## src/rtl/mwin_pkg.sv

```systemverilog
package mwin_pkg;
  localparam int ADDR_W = 32;
  localparam int GRAN_W = 20;
  localparam int FLD_W  = ADDR_W - GRAN_W;
  localparam int N_EV   = 5;
  localparam int STAT_LSB = 27;

  // inclusive window test over full addresses
  function automatic logic win_hit(input logic [FLD_W-1:0] base,
                                   input logic [FLD_W-1:0] limit,
                                   input logic [ADDR_W-1:0] addr);
    logic [ADDR_W-1:0] lo, hi;
    lo = {base, {GRAN_W{1'b0}}};
    hi = {limit, {GRAN_W{1'b1}}};
    return (addr >= lo) && (addr <= hi);
  endfunction

  // next status: clear first, then events override
  function automatic logic [N_EV-1:0] stat_next(input logic [N_EV-1:0] cur,
                                                input logic [N_EV-1:0] clr,
                                                input logic [N_EV-1:0] ev);
    return (cur & ~clr) | ev;
  endfunction
endpackage

```

## src/rtl/mwin_regs.sv

```systemverilog
module mwin_regs
  import mwin_pkg::*;
(
  input  logic             clk,
  input  logic             rst_n,
  input  logic             win_we,
  input  logic [31:0]      wdata,
  input  logic [3:0]       be,
  output logic [FLD_W-1:0] base,
  output logic [FLD_W-1:0] limit
);
  logic unused_bits;
  assign unused_bits = ^{wdata[19:16], wdata[3:0]};

  logic [FLD_W-1:0] base_d, limit_d;

  always_comb begin
    base_d  = base;
    limit_d = limit;
    if (be[0]) base_d[3:0]   = wdata[7:4];
    if (be[1]) base_d[11:4]  = wdata[15:8];
    if (be[2]) limit_d[3:0]  = wdata[23:20];
    if (be[3]) limit_d[11:4] = wdata[31:24];
  end

  always_ff @(posedge clk) begin
    if (!rst_n) begin
      base  <= '0;
      limit <= '0;
    end else if (win_we) begin
      base  <= base_d;
      limit <= limit_d;
    end
  end


  win_hold_chk: assert property (@(posedge clk) disable iff (!rst_n)
    !win_we |=> ($stable(base) && $stable(limit)));


  be_lane_chk: assert property (@(posedge clk) disable iff (!rst_n)
    (win_we && !be[3]) |=> $stable(limit[11:4]));
endmodule

```

## src/rtl/mwin_cmp.sv

```systemverilog
module mwin_cmp
  import mwin_pkg::*;
(
  input  logic              clk,
  input  logic              rst_n,
  input  logic [FLD_W-1:0]  base,
  input  logic [FLD_W-1:0]  limit,
  input  logic [ADDR_W-1:0] addr,
  output logic              hit
);
  assign hit = win_hit(base, limit, addr);


  empty_win_chk: assert property (@(posedge clk) disable iff (!rst_n)
    (base > limit) |-> !hit);


  hit_range_chk: assert property (@(posedge clk) disable iff (!rst_n)
    hit |-> (addr[ADDR_W-1:GRAN_W] >= base && addr[ADDR_W-1:GRAN_W] <= limit));
endmodule

```

## src/rtl/mwin_status.sv

```systemverilog
module mwin_status
  import mwin_pkg::*;
#(
  parameter int N_PORT = 2
)(
  input  logic                         clk,
  input  logic                         rst_n,
  input  logic                         stat_we,
  input  logic [N_EV-1:0]              clr_bits,
  input  logic [N_PORT-1:0][N_EV-1:0]  ev_in,
  output logic [N_EV-1:0]              flags
);
  logic [N_EV-1:0] ev_any;
  logic [N_EV-1:0] clr_req;

  for (genvar k = 0; k < N_EV; k++) begin : g_merge
    logic [N_PORT-1:0] col;
    for (genvar p = 0; p < N_PORT; p++) begin : g_port
      assign col[p] = ev_in[p][k];
    end
    assign ev_any[k] = |col;
  end

  assign clr_req = stat_we ? clr_bits : '0;

  always_ff @(posedge clk) begin
    if (!rst_n) flags <= '0;
    else        flags <= stat_next(flags, clr_req, ev_any);
  end

  for (genvar k = 0; k < N_EV; k++) begin : g_chk

    ev_set_chk: assert property (@(posedge clk) disable iff (!rst_n)
      ev_any[k] |=> flags[k]);

    sticky_hold_chk: assert property (@(posedge clk) disable iff (!rst_n)
      (flags[k] && !clr_req[k]) |=> flags[k]);

    no_spont_set_chk: assert property (@(posedge clk) disable iff (!rst_n)
      (!flags[k] && !ev_any[k]) |=> !flags[k]);
  end
endmodule

```

## src/rtl/mwin_top.sv

```systemverilog
module mwin_top
  import mwin_pkg::*;
(
  input  logic        clk,
  input  logic        rst_n,
  input  logic        reg_wr,
  input  logic        reg_sel,
  input  logic [31:0] reg_wdata,
  input  logic [3:0]  reg_be,
  output logic [31:0] reg_rdata,
  input  logic [1:0]  ev_sig_tabort,
  input  logic [1:0]  ev_rcv_tabort,
  input  logic [1:0]  ev_rcv_mabort,
  input  logic [1:0]  ev_serr,
  input  logic [1:0]  ev_perr,
  input  logic [31:0] probe_addr,
  output logic        fwd_hit,
  output logic [31:0] status_word
);
  localparam int N_PORT = 2;

  logic [FLD_W-1:0] base, limit;
  logic [N_EV-1:0]  flags;
  logic             win_we, stat_we;
  logic [N_PORT-1:0][N_EV-1:0] ev_bus;
  logic [31:0]      win_word;

  assign win_we  = reg_wr && reg_sel;
  assign stat_we = reg_wr && !reg_sel && reg_be[3];

  for (genvar p = 0; p < N_PORT; p++) begin : g_ev
    assign ev_bus[p] = {ev_perr[p], ev_serr[p], ev_rcv_mabort[p],
                        ev_rcv_tabort[p], ev_sig_tabort[p]};
  end

  mwin_regs u_regs (
    .clk(clk), .rst_n(rst_n), .win_we(win_we),
    .wdata(reg_wdata), .be(reg_be), .base(base), .limit(limit)
  );

  mwin_cmp u_cmp (
    .clk(clk), .rst_n(rst_n), .base(base), .limit(limit),
    .addr(probe_addr), .hit(fwd_hit)
  );

  mwin_status #(.N_PORT(N_PORT)) u_stat (
    .clk(clk), .rst_n(rst_n), .stat_we(stat_we),
    .clr_bits(reg_wdata[31:STAT_LSB]), .ev_in(ev_bus), .flags(flags)
  );

  assign win_word    = {limit, 4'h0, base, 4'h0};
  assign status_word = {flags, {STAT_LSB{1'b0}}};
  assign reg_rdata   = reg_sel ? win_word : status_word;


  rsvd_zero_chk: assert property (@(posedge clk) disable iff (!rst_n)
    reg_sel |-> (reg_rdata[3:0] == 4'h0 && reg_rdata[19:16] == 4'h0));


  stat_iso_chk: assert property (@(posedge clk) disable iff (!rst_n)
    (win_we && ev_bus == '0) |=> $stable(status_word));
endmodule

```

## config.mk

```make
export PLATFORM = sky130hd
export DESIGN_NAME = mwin_top
export DESIGN_NICKNAME = d
export VERILOG_FILES = /design/src/rtl/mwin_pkg.sv /design/src/rtl/mwin_regs.sv /design/src/rtl/mwin_cmp.sv /design/src/rtl/mwin_status.sv /design/src/rtl/mwin_top.sv
export SDC_FILE = /design/constraint.sdc
export NUM_CORES = 1
export LEC_CHECK = 0
export ABC_AREA = 1
export BUFFER_PORTS_ARGS = -buffer_cell sky130_fd_sc_hd__buf_4
export CAP_MARGIN = 10
export CORE_MARGIN = 1.5
export CORE_UTILIZATION = 40
export CTS_BUF_LIST = sky130_fd_sc_hd__clkbuf_4
export CTS_CLUSTER_SIZE = 14
export DETAILED_ROUTE_END_ITERATION = 10
export PLACE_DENSITY = 0.79
export SLEW_MARGIN = 20
export SYNTH_ARGS = -nofsm -noshare
export SYNTH_HDL_FRONTEND = slang
export SYNTH_SLANG_ARGS = --single-unit
```

## constraint.sdc

```tcl
create_clock -name clk -period 1.3 [get_ports clk]
set_input_delay 0.195 -clock clk [delete_from_list [all_inputs] [get_ports clk]]
set_output_delay 0.195 -clock clk [all_outputs]
set_load 0.03 [all_outputs]
```

==> run metrics <==
status complete, but fails checks; failing checks setup timing; core area 5540 µm²; antenna violations before repair 0; Nets 594; min Tclk post-route just under 2 ns; Syn-to-layout area delta 59.6%; Remaining DRCs 0; Slew Viols, Final 0; die height 78.9 µm; Worst-path clk slew 0.11 ns; DR vias 2547; Hold Crit Start ev_rcv_mabort[0]; drt first pass iters 4; max-cap violations 0; drt wl/cell 11.5 µm; sequential share of the synthesized area 25.2%; RePlAce Congestion 0.854; # hold bufs at CTS 0; hold_ws 0.103 ns; vias in the first global route between 2000 and 2500; CP Launch Type flop; final wirelength between 6 and 7 mm; Max Fclk 517 MHz; Syn Inst Count 360; Overflow after GRT 0; Ys Warns 0; final hold vios 0; final core occ 66.4%; total track usage 19.6%; P_leak 0.00192 µW; worst IR drop on VDD 0.496 mV; Num CTS Buffers 5; RR Endpoint u_regs.limit[9]; Antenna Violating Nets Remaining 0; cell area after synthesis 2310 µm²; critical setup path kind reg -> out; CTS H-tree lvls 2; first-pass GRT wire length 9.71 mm; drt initial violations 65; WP data arrival 1.74 ns; Via-to-Cell Ratio 4.54; PortBufs 103; metal2 WL approximately 3.1 mm; # rows 27; largest net degree at the start of global routing 26; crit end category primary output; CP required 1.11 ns; antenna cells 0; RSZ-0062 raised after global routing yes; Die X between 70 and 80 µm; DR WL met3 426 µm; number of cells on the worst hold path 3; IO Pins 147; flop-to-flop setup slack approximately 0.51 ns; root buffer cell clkbuf_4; uppermost routed layer met4; Power Dens Cells 717 nW/µm²; worst hold path type in -> reg; Setup WS post-layout -0.636 ns; Initial Utilization 41.6%; Final Setup Violations 3; Reg2Reg Launch Point u_regs.limit[9]; Final HPWL DP 4.80 mm; syn avg cell area 6.41 µm²; Yosys reg bits 29; share of cells above drive strength 1 46.4%; Max Buffers Root-to-Sink 2; met1 WL 2.78 mm; fin crit share 149%; clock skew 0 ns; die area a little over 6000 µm²; Worst Reg-to-Reg Cells 4; CP max FO 2; clock sink count 29; CTS tree built; post-synth cell types 17; Hold Path End u_stat.flags[2]; worst-skew pair later-pin latency 0.33 ns
critical path, cell delays in order (launching register included):
cell and delay, ns:
dfxtp_2 0.34, inv_2 0.04, ha_4 0.27, nand2_4 0.06
nor2_4 0.11, nand3_2 0.07, nor2_1 0.10, nand2_1 0.06
nand2_1 0.06, inv_2 0.04, nor2_4 0.11, buf_6 0.14
layout make-up:
cell class | count | area (µm²)
clock inverters | 3 | 17.5
inverters | 68 | 258
repair buffers | 129 | 1030
fillers | 488 | 1860
clock buffers | 5 | 37.5
flip-flops and latches | 29 | 608
well taps | 72 | 90.1
multi-input cells | 255 | 1640
how the worst max path moves through the flow:
stage	startpoint	to	slack [ns]	depth (start not counted)
2_1_floorplan	u_regs.limit[9]	fwd_hit	-0.19	10
3_3_place_gp	u_regs.limit[11]	fwd_hit	-0.33	11
3_5_place_dp	u_regs.limit[11]	fwd_hit	-0.36	11
4_1_cts	u_regs.base[3]	fwd_hit	-0.66	11
5_1_grt	u_regs.limit[9]	fwd_hit	-0.75	11
6_report	u_regs.limit[9]	fwd_hit	-0.64	11
synthesized netlist by cell type, drive strengths merged:
cell	instances	area share, %
nand2	80	13
inv	68	11
buf	40	13
a21oi	35	7.6
nor2	35	5.7
o21ai	34	7.4
dfxtp	29	25
ha	24	13
nand3	9	2.4
a21o	2	0.65
clkbuf	2	0.33
conb	1	0.16
nand4	1	0.27
per-layer routing:
metal	vias up	track usage [%]
met5	-	0
met2	94	35.1
met4	0	4.91
li1	1310	-
met1	1131	23.9
met3	12	4.25
layout by cell type (no fill, tap or decap), types with 5 or more instances in the layout:
| master | n |
|---|---|
| o21ai_2 | 5 |
| dfxtp_1 | 7 |
| ha_4 | 20 |
| buf_6 | 13 |
| a21oi_1 | 35 |
| buf_4 | 115 |
| dfxtp_2 | 22 |
| clkbuf_4 | 5 |
| o21ai_0 | 25 |
| nand3_1 | 5 |
| nand2_1 | 72 |
| conb_1 | 35 |
| inv_1 | 43 |
| nor2_1 | 29 |
| inv_2 | 24 |
per-stage QoR:
step	setup slack (ns)	TNS (ns)	instance area [µm²]	power [µW]	std cells
after floorplan	-0.188	-0.188	2440	1590	394
after global placement	-0.334	-0.334	3160	1880	548
after detailed placement	-0.364	-0.364	3160	1890	548
after CTS	-0.664	-0.674	3330	2490	556
after global routing	-0.752	-1.11	3680	2810	561
final	-0.636	-0.753	3680	2640	561
kinds of logic (layout without fill, tap and decap cells):
kind of cell | after synthesis | after routing | share of synthesized area (%)
buf+inv | 110 | 205 | 24.6
compound gates | 71 | 71 | 15.6
simple gates | 125 | 125 | 21.4
fa+ha+maj | 24 | 24 | 13.0
flops | 29 | 29 | 25.2
other cells | 1 | 35 | 0.163
where the power goes:
group	total [µW]	switching, µW	internal (µW)
combinational	1110	624	483
sequential	974	29.0	945
clock	557	353	204
total	2640	1010	1630
flip-flops by register name, summed over array words and instances, names as in the netlist:
signal	cells
u_regs.limit	12
u_regs.base	12
u_stat.flags	5
repair_timing:
action | in CTS | in global routing
pin swaps | 13 | 28
setup buffers | 1 | 5
endpoints found under the hold margin | 0 | 0
endpoints found under the setup margin | 6 | 7
gates resized for setup | 36 | 77
No activity file was read; power rests on OpenSTA's default activity.
